==> config.mk <==
export PLATFORM = sky130hd
export DESIGN_NAME = spi_sensor_monitor
export DESIGN_NICKNAME = d
export VERILOG_FILES = /design/src/rtl/spimon_pkg.sv /design/src/rtl/spimon_sync.sv /design/src/rtl/spimon_ctrl.sv /design/src/rtl/spimon_dp.sv /design/src/rtl/spi_sensor_monitor.sv
export SDC_FILE = /design/constraint.sdc
export NUM_CORES = 1
export LEC_CHECK = 0
export BUFFER_PORTS_ARGS = -buffer_cell sky130_fd_sc_hd__buf_2
export CORE_UTILIZATION = 57
export CTS_BUF_LIST = sky130_fd_sc_hd__clkbuf_16
export CTS_CLUSTER_SIZE = 10
export DETAILED_ROUTE_END_ITERATION = 10
export PLACE_DENSITY = 0.79
export SYNTH_ARGS = -nofsm -noshare
export SYNTH_HDL_FRONTEND = slang
export SYNTH_SLANG_ARGS = --single-unit
==> constraint.sdc <==
create_clock -name clk -period 2.6 [get_ports clk]
set_input_delay 0.13 -clock clk [delete_from_list [all_inputs] [get_ports clk]]
set_output_delay 0.13 -clock clk [all_outputs]
set_load 0.05 [all_outputs]
==> src/rtl/spimon_pkg.sv <==
package spimon_pkg;

  typedef enum logic [1:0] {
    MON_IDLE = 2'd0,
    MON_CMD  = 2'd1,
    MON_DATA = 2'd2
  } monState_t;

  // strobes from control to datapath, all valid for one cycle
  typedef struct packed {
    logic start;     // chip select fell: new transaction
    logic abort;     // chip select rose: back to idle
    logic shiftEn;   // sample both data lines
    logic cmdDone;   // this shift completes the command byte
    logic dataDone;  // this shift completes a data byte
  } monStrobe_t;

endpackage

==> src/rtl/spimon_sync.sv <==
module spimon_sync #(
  parameter int WIDTH = 4,
  parameter int STAGES = 2,
  parameter logic [WIDTH-1:0] RESET_VAL = '0
) (
  input  logic             clk,
  input  logic             rstN,
  input  logic [WIDTH-1:0] din,
  output logic [WIDTH-1:0] dout
);

  logic [WIDTH-1:0] stage [STAGES];

  for (genvar g = 0; g < STAGES; g++) begin : g_stage
    if (g == 0) begin : g_first
      always_ff @(posedge clk) begin
        if (!rstN) stage[g] <= RESET_VAL;
        else       stage[g] <= din;
      end
    end else begin : g_next
      always_ff @(posedge clk) begin
        if (!rstN) stage[g] <= RESET_VAL;
        else       stage[g] <= stage[g-1];
      end
    end
  end

  assign dout = stage[STAGES-1];

endmodule

==> src/rtl/spimon_ctrl.sv <==
module spimon_ctrl
  import spimon_pkg::*;
#(
  parameter int BYTE_W = 8
) (
  input  logic       clk,
  input  logic       rstN,
  input  logic       sckSync,
  input  logic       csNSync,
  output monStrobe_t strobe
);

  localparam int CNT_W = $clog2(BYTE_W);

  monState_t        state;
  logic             sckPrev;
  logic             csNPrev;
  logic [CNT_W-1:0] bitCnt;

  logic sckRise;
  logic csFall;
  logic csRise;
  logic lastBit;

  assign sckRise = sckSync & ~sckPrev & ~csNSync;
  assign csFall  = csNPrev & ~csNSync;
  assign csRise  = ~csNPrev & csNSync;
  assign lastBit = (bitCnt == CNT_W'(BYTE_W - 1));

  always_comb begin
    strobe          = '0;
    strobe.start    = csFall;
    strobe.abort    = csRise;
    strobe.shiftEn  = sckRise && (state != MON_IDLE) && !csFall;
    strobe.cmdDone  = strobe.shiftEn && (state == MON_CMD) && lastBit;
    strobe.dataDone = strobe.shiftEn && (state == MON_DATA) && lastBit;
  end

  always_ff @(posedge clk) begin
    if (!rstN) begin
      state   <= MON_IDLE;
      sckPrev <= 1'b1;
      csNPrev <= 1'b1;
      bitCnt  <= '0;
    end else begin
      sckPrev <= sckSync;
      csNPrev <= csNSync;
      if (csFall) begin
        state  <= MON_CMD;
        bitCnt <= '0;
      end else if (csRise) begin
        state  <= MON_IDLE;
        bitCnt <= '0;
      end else if (strobe.shiftEn) begin
        bitCnt <= lastBit ? '0 : bitCnt + 1'b1;
        if (strobe.cmdDone) state <= MON_DATA;
      end
    end
  end

endmodule

==> src/rtl/spimon_dp.sv <==
module spimon_dp
  import spimon_pkg::*;
#(
  parameter int BYTE_W     = 8,
  parameter int LAST_REG   = 'h39,
  parameter int AXIS_BASE  = 'h32,
  parameter int AXIS_COUNT = 3
) (
  input  logic                          clk,
  input  logic                          rstN,
  input  monStrobe_t                    strobe,
  input  logic                          mosiSync,
  input  logic                          misoSync,
  output logic                          hdrValid,
  output logic                          hdrRead,
  output logic                          hdrMulti,
  output logic [BYTE_W-3:0]             hdrAddr,
  output logic                          byteValid,
  output logic [BYTE_W-3:0]             byteAddr,
  output logic [BYTE_W-1:0]             byteData,
  output logic                          wordValid,
  output logic [$clog2(AXIS_COUNT)-1:0] wordAxis,
  output logic [2*BYTE_W-1:0]           wordData
);

  localparam int ADDR_W = BYTE_W - 2;
  localparam int AW     = ADDR_W + 1;
  localparam int AXIS_W = $clog2(AXIS_COUNT);
  typedef logic [AW-1:0] addrExt_t;

  localparam addrExt_t LAST_A = addrExt_t'(LAST_REG);
  localparam addrExt_t BASE_A = addrExt_t'(AXIS_BASE);
  localparam addrExt_t END_A  = addrExt_t'(AXIS_BASE + 2 * AXIS_COUNT);

  logic [BYTE_W-2:0] shMosi;
  logic [BYTE_W-2:0] shMiso;
  logic              isRead;
  addrExt_t          curAddr;
  logic              lowHeld;
  logic [BYTE_W-1:0] lowByte;
  logic [AXIS_W-1:0] lowAxis;

  logic [BYTE_W-1:0] fullMosi;
  logic [BYTE_W-1:0] fullMiso;
  logic [BYTE_W-1:0] dataByte;
  addrExt_t          axisOff;
  logic              inAxis;
  logic              lowSlot;
  logic              highSlot;
  logic [AXIS_W-1:0] slotAxis;
  logic              inRange;

  assign fullMosi = {shMosi, mosiSync};
  assign fullMiso = {shMiso, misoSync};
  assign dataByte = isRead ? fullMiso : fullMosi;
  assign axisOff  = curAddr - BASE_A;
  assign inAxis   = (curAddr >= BASE_A) && (curAddr < END_A);
  assign lowSlot  = inAxis && !axisOff[0];
  assign highSlot = inAxis && axisOff[0];
  assign slotAxis = axisOff[AXIS_W:1];
  assign inRange  = (curAddr <= LAST_A);

  // bit shifters
  always_ff @(posedge clk) begin
    if (!rstN) begin
      shMosi <= '0;
      shMiso <= '0;
    end else if (strobe.shiftEn) begin
      shMosi <= fullMosi[BYTE_W-2:0];
      shMiso <= fullMiso[BYTE_W-2:0];
    end
  end

  // command capture and address counter
  always_ff @(posedge clk) begin
    if (!rstN) begin
      isRead  <= 1'b0;
      curAddr <= '0;
    end else if (strobe.cmdDone) begin
      isRead  <= fullMosi[BYTE_W-1];
      curAddr <= {1'b0, fullMosi[ADDR_W-1:0]};
    end else if (strobe.dataDone && (curAddr != '1)) begin
      curAddr <= curAddr + 1'b1;
    end
  end

  // axis low-half holding
  always_ff @(posedge clk) begin
    if (!rstN) begin
      lowHeld <= 1'b0;
      lowByte <= '0;
      lowAxis <= '0;
    end else if (strobe.start || strobe.abort) begin
      lowHeld <= 1'b0;
    end else if (strobe.dataDone) begin
      if (lowSlot) begin
        lowHeld <= 1'b1;
        lowByte <= dataByte;
        lowAxis <= slotAxis;
      end else begin
        lowHeld <= 1'b0;
      end
    end
  end

  // registered event outputs
  always_ff @(posedge clk) begin
    if (!rstN) begin
      hdrValid  <= 1'b0;
      hdrRead   <= 1'b0;
      hdrMulti  <= 1'b0;
      hdrAddr   <= '0;
      byteValid <= 1'b0;
      byteAddr  <= '0;
      byteData  <= '0;
      wordValid <= 1'b0;
      wordAxis  <= '0;
      wordData  <= '0;
    end else begin
      hdrValid  <= 1'b0;
      byteValid <= 1'b0;
      wordValid <= 1'b0;
      if (strobe.cmdDone) begin
        hdrValid <= 1'b1;
        hdrRead  <= fullMosi[BYTE_W-1];
        hdrMulti <= fullMosi[BYTE_W-2];
        hdrAddr  <= fullMosi[ADDR_W-1:0];
      end
      if (strobe.dataDone && inRange) begin
        byteValid <= 1'b1;
        byteAddr  <= curAddr[ADDR_W-1:0];
        byteData  <= dataByte;
        if (highSlot && lowHeld && (lowAxis == slotAxis)) begin
          wordValid <= 1'b1;
          wordAxis  <= slotAxis;
          wordData  <= {dataByte, lowByte};
        end
      end
    end
  end

endmodule

==> src/rtl/spi_sensor_monitor.sv <==
module spi_sensor_monitor
  import spimon_pkg::*;
#(
  parameter int BYTE_W      = 8,
  parameter int SYNC_STAGES = 2,
  parameter int LAST_REG    = 'h39,
  parameter int AXIS_BASE   = 'h32,
  parameter int AXIS_COUNT  = 3
) (
  input  logic                          clk,
  input  logic                          rstN,
  input  logic                          sckIn,
  input  logic                          csNIn,
  input  logic                          mosiIn,
  input  logic                          misoIn,
  output logic                          hdrValid,
  output logic                          hdrRead,
  output logic                          hdrMulti,
  output logic [BYTE_W-3:0]             hdrAddr,
  output logic                          byteValid,
  output logic [BYTE_W-3:0]             byteAddr,
  output logic [BYTE_W-1:0]             byteData,
  output logic                          wordValid,
  output logic [$clog2(AXIS_COUNT)-1:0] wordAxis,
  output logic [2*BYTE_W-1:0]           wordData
);

  logic [3:0] pinSync;
  monStrobe_t strobe;

  spimon_sync #(
    .WIDTH(4), .STAGES(SYNC_STAGES), .RESET_VAL(4'b1100)
  ) u_sync (
    .clk(clk), .rstN(rstN),
    .din({sckIn, csNIn, mosiIn, misoIn}),
    .dout(pinSync)
  );

  spimon_ctrl #(.BYTE_W(BYTE_W)) u_ctrl (
    .clk(clk), .rstN(rstN),
    .sckSync(pinSync[3]), .csNSync(pinSync[2]),
    .strobe(strobe)
  );

  spimon_dp #(
    .BYTE_W(BYTE_W), .LAST_REG(LAST_REG),
    .AXIS_BASE(AXIS_BASE), .AXIS_COUNT(AXIS_COUNT)
  ) u_dp (
    .clk(clk), .rstN(rstN), .strobe(strobe),
    .mosiSync(pinSync[1]), .misoSync(pinSync[0]),
    .hdrValid(hdrValid), .hdrRead(hdrRead), .hdrMulti(hdrMulti), .hdrAddr(hdrAddr),
    .byteValid(byteValid), .byteAddr(byteAddr), .byteData(byteData),
    .wordValid(wordValid), .wordAxis(wordAxis), .wordData(wordData)
  );

endmodule

* Yosys cells after proc, flatten, opt, wreduce, memory -nomap -nowiden *
Memory sizes are Yosys's and may differ from the RTL's.
Index checks and enable logic that the tools add are counted.
W data, S select, Z words.

storage, ports and cells
  bits in latches = 0
  output and inout port bits = 43
  RAM bits = 8
  memory bits (read-only) = 0
  flip-flop bits (word level) = 82
  memories kept = 1

memory list
  memory        depth  width  read ports  clocked after Yosys merged registers in  wr ports  line               RTL
  u_sync.stage  2      4      2           0                                        2         spimon_sync.sv:12  logic [WIDTH-1:0] stage [STAGES];

operators by class
  muxes and demuxes = 16
  reductions and logical operators = 28
  $lt $le $gt $ge = 3
  multipliers = 0
  divide/modulo/power cells = 0
  eq/ne operators = 5
  bitwise logic cells = 11
  shift operators = 0
  add/subtract/negate cells = 3

operators with widths
  cell                   count
  $logic_and A1 B1 Y1    13
  $mux W6                2
  $mux W1                10
  $mux W4                2
  $mux W8                1
  $reduce_and A2 Y1      4
  $add A7 B1 Y7 const B  1
  $ge A7 B6 Y1 const B   1
  $le A7 B6 Y1 const B   1
  $lt A7 B6 Y1 const B   1
  $ne A7 B7 Y1 const B   1
  $reduce_bool A3 Y1     2
  $not A1 Y1             5
  $and A1 B1 Y1          4
  $reduce_bool A2 Y1     2
  $reduce_or A2 Y1       2
  $add A3 B1 Y3 const B  1
  $eq A3 B3 Y1 const B   1
  $mux W3                1
  $reduce_and A3 Y1      1
  $reduce_or A3 Y1       1
  $sub A3 B2 Y3 const B  1
  $eq A2 B1 Y1 const B   1
  $eq A2 B2 Y1           1
  other kinds (4)        6

* Depth between registers and ports, before layout *
  depth in word-level cells = 11
  depth in mapped cells = 9

* Cells and area by module *
A second synthesis with hierarchy kept.

second synthesis, totals
  cell total of the unflattened synthesis = 360
  area, all modules = 3733.6 µm²

modules (own cells, without submodules)
  module       sequential area each (µm²)  cells an instance  instances  area an instance (µm²)
  spimon_dp    1501.4                      305                1          3176.8
  spimon_ctrl  140.1                       39                 1          346.6
  spimon_sync  160.2                       16                 1          210.2

* Worst setup path before layout *
No wires, ideal clock.

  kind = reg2reg
  from = mem u_sync.stage[1][2]
  to = reg u_dp.wordData[11]
  clock period less this slack = 2186 ps
  path buffers = 2
  data arrival time = 2115 ps
  stages on the path, launching flop included = 9
  slack = 414 ps
  library setup time = 72 ps
  cell sequence = dfxtp_1 -> inv_1 -> ha_1 -> nor4b_4 -> nand3_2 -> nor4_2 -> buf_4 -> buf_8 -> mux2i_1

RTL lines
  what                  line               RTL
  start, declared       spimon_sync.sv:12
  end signal, assigned  spimon_dp.sv:136   wordData <= {dataByte, lowByte};
  end, declared         spimon_dp.sv:23    output logic [2*BYTE_W-1:0] wordData

==> summary.log <==
[setup_path] type of destination of the critical path flop
[route] per-cell via count in the routed design 5.90
[power] maximum vdd drop 0.448 mV
[route] DR iter-0 viols 230
[placed_design] post-placement cell area 0.00419 mm^2
[route] number of iterations in the first detailed-routing pass 7
[cells_and_area] Final Net Count 510
[global_routing] total global routing track utilization 27.2%
[setup_path] critical setup path kind reg -> reg
[sta] final critical-path required period 2.41 ns
[synthesis] synthesis-stage register bit count 90
[cells_and_area] register cell area after layout 0.00180 mm^2
[placed_design] sum of net half-perimeters after detailed placement 6100 um
[synthesis] async set-or-reset flop fraction in the synthesized netlist 0%
[setup_path] slowest cell on the critical path sky130_fd_sc_hd__or4b_1
[synthesis] Synthesis Warnings 0
[setup_path] worst path cell trace inv_1 > ha_1 > or4b_1 > nor2_2 > buf_4 > a21oi_1 > nor3_1
[clock_tree] clock sinks 90
[placed_design] gpl congestion 0.869
[clock_tree] number of gates resized after CTS 0
[setup_path] data arrival at the endpoint of the critical path 2.67 ns
[cells_and_area] area grow syn2layout 18.5%
[clock_tree] H-tree lvl count 3
[min_path] class of the worst hold path in -> reg
[cells_and_area] multi-input combinational cell area 0.00188 mm^2
[sta] setup repair after global routing missed its margin false
[sta] fmax 415 MHz
[die] # rows 29
[setup_path] number of buffers and inverters on the critical path 2
[clock_tree] clock latency of the later-clocked register in the worst-skew pair 0.34 ns
[global_routing] Congestion Overflow GR 0
[global_routing] pin count of the biggest net entering global routing 50
[cells_and_area] final design instance area without fill 0.00457 mm^2
[synthesis] Synth Cell Area 0.00385 mm^2
[cells_and_area] fraction of final layout cells sized beyond drive strength 1 19.6%
[global_routing] wire length of the first global-routing pass 15200 um
[route] DRC 4
[clock_tree] clock buffers created by TritonCTS 9
[power] Leak Pwr 0.00172 uW
[route] via total after detailed routing 3401
[synthesis] cells after synthesis 446
[clock_tree] number of setup buffers added after CTS 0
[die] floorplan die area 0.00710 mm^2
[sta] minimum setup slack in the final design 0.190 ns
[sta] tightest slew margin relative to the limit 62.2%
[die] number of ports placed on the die boundary 49
[global_routing] number of global-route vias before repair 3178
[global_routing] antenna violations before repair 0
[die] die width 84.2 um
[setup_path] Startpoint Class flop
[die] die height 84.2 um
[cells_and_area] number of inserted diodes 0
[setup_path] cell family with most CP delay simple AND/OR/NAND/NOR gates
[clock_tree] clock transition at the registers of the reported paths 0.07 ns
[synthesis] Yosys cell types 54
[status] violations in the final reports design-rule violations
[die] core region area 0.00642 mm^2
[setup_path] Crit path largest cell delay 0.73 ns
[sta] Fin Clk Skew 0.00836 ns
[sta] number of setup violations in the final report 0
[cells_and_area] most frequent cells in the layout 90 x sky130_fd_sc_hd__dfxtp_1, 89 x sky130_fd_sc_hd__nand2_1, 57 x sky130_fd_sc_hd__a21oi_1
[status] outcome complete, but fails checks
[cells_and_area] number of fill cells 508
[synthesis] part of the Yosys area used for sequential elements 46.7%
[job] # Max-Cap Violations 0
[synthesis] Syn Nets 462
[clock_tree] root cell of the clock tree sky130_fd_sc_hd__clkbuf_16
[route] total detailed-routing wirelength 9070 um
[die] initial core utilization 60.0%
[clock_tree] clock tree from TritonCTS yes
[sta] Worst Max-Slew Pin Slew 0.565 ns
[sta] setup TNS 0 ns
[clock_tree] maximum clock path buffer count 2
[power] ratio of total power to cell area 647 mW/mm^2
[sta] Tcrit/Tclk final 92.7%
[power] Design Power 2950 uW
[cells_and_area] leading cell type in the layout, fill and taps excluded sky130_fd_sc_hd__dfxtp_1
[route] Avg WL per Cell 15.8 um
[setup_path] Worst Path Max Fanout 9
[placed_design] Post-Place Worst Slack 0.199 ns
[synthesis] number of flops mapped to enable cells by yosys 0
[placed_design] Port Buffer Count 48
[sta] number of max-slew violations in the final report 0
[route] remaining number of nets flagged by the antenna check after routing 0
[setup_path] required time of the critical path 2.86 ns
[synthesis] flip-flop cell with the highest count after synthesis sky130_fd_sc_hd__dfxtp_1
[sta] count of final hold-check violations 0
[synthesis] Post-Syn Area per Cell 8.64 um^2
[logic make-up after synthesis]
group                    Yosys count  synth area share [%]
AND/OR/NAND/NOR                  184                  23.7
XOR/XNOR                           3                 0.682
buffers and inverters             42                  4.84
flip-flops                        90                  46.7
AO/OA/AOI/OAI                     91                  13.8
multiplexers                      26                  7.01
adder cells (fa/ha/maj)           10                  3.25
[metal layers]
metal  up-vias  track usage, %  share of wire [%]
met3        30            5.21                6.0
met1      1599            35.0                 44
met4         0            15.2                3.3
met2       126            43.3                 46
met5         -               0                  0
li1       1646               -                  -
[where the power goes]
group	total, uW	switching [uW]	internal, uW
registers	1400	11.8	1390
logic	70.8	44.6	26.2
clock network	1480	543	939
[final timing paths]
path / from / endpoint / slack [ns] / cells after the start
worst max-delay path: u_sync.stage[1][2]$_SDFF_PN1_ / u_dp.lowByte[3]$_SDFFE_PN0P_ / 0.19 / 7
worst min-delay path: rstN / u_dp.lowByte[1]$_SDFFE_PN0P_ / 0.31 / 3
worst max register to register: u_sync.stage[1][2]$_SDFF_PN1_ / u_dp.lowByte[3]$_SDFFE_PN0P_ / 0.19 / 7
worst min register to register: u_sync.stage[0][3]$_SDFF_PN1_ / u_sync.stage[1][3]$_SDFF_PN1_ / 0.41 / 1
[Yosys cell counts, types with 8 or more instances]
library cell               number  share of area [%]
sky130_fd_sc_hd__o21ai_0       12                1.6
sky130_fd_sc_hd__nand2b_1       8                1.3
sky130_fd_sc_hd__nand2_1       89                8.7
sky130_fd_sc_hd__clkbuf_1      21                2.0
sky130_fd_sc_hd__mux2_2         8                2.3
sky130_fd_sc_hd__nor3_1        35                4.5
sky130_fd_sc_hd__a21oi_1       57                7.4
sky130_fd_sc_hd__inv_1         12                1.2
sky130_fd_sc_hd__mux2i_1       18                4.7
sky130_fd_sc_hd__nand3_1       16                2.1
sky130_fd_sc_hd__ha_1          10                3.2
sky130_fd_sc_hd__dfxtp_1       90                 47
[through the flow]
step	cells	utilization (%)	hold slack (ns)
finish	576	71.1	0.311
global route	576	71.1	0.345
CTS	576	71.1	0.315
detailed placement	556	65.2	0.316
global placement	556	65.2	0.314
floorplan	446	-	0.231
[tightest hold or removal path: cells and delay by family]
kind	cells	cell delay, ns
and+or+nand+nor	1	0.21
buffers and inverters	2	0.26
[final cells by class]
class / instances / share of cell area, %
multi-input combinational: 314 / 41.1
timing repair buffer: 67 / 8.88
tap: 77 / 2.11
clock inverter: 7 / 2.55
clock buffer: 9 / 4.93
inverter: 12 / 0.986
sequential: 90 / 39.5
[registers in the layout, summed over array words and instances, names as in the netlist, 6 cells and up]
signal         flops
u_dp.byteAddr      6
u_dp.shMosi        7
u_dp.curAddr       7
u_dp.lowByte       8
u_dp.wordData     16
u_dp.shMiso        7
u_dp.hdrAddr       6
u_sync.stage       8
u_dp.byteData      8
[repair_timing]
item / 4_1_cts / 5_1_grt
hold buffers: 4 / 0
setup endpoints to repair: 0 / 2
hold endpoints to repair: 4 / 0
(Power assumes the default switching activity.)
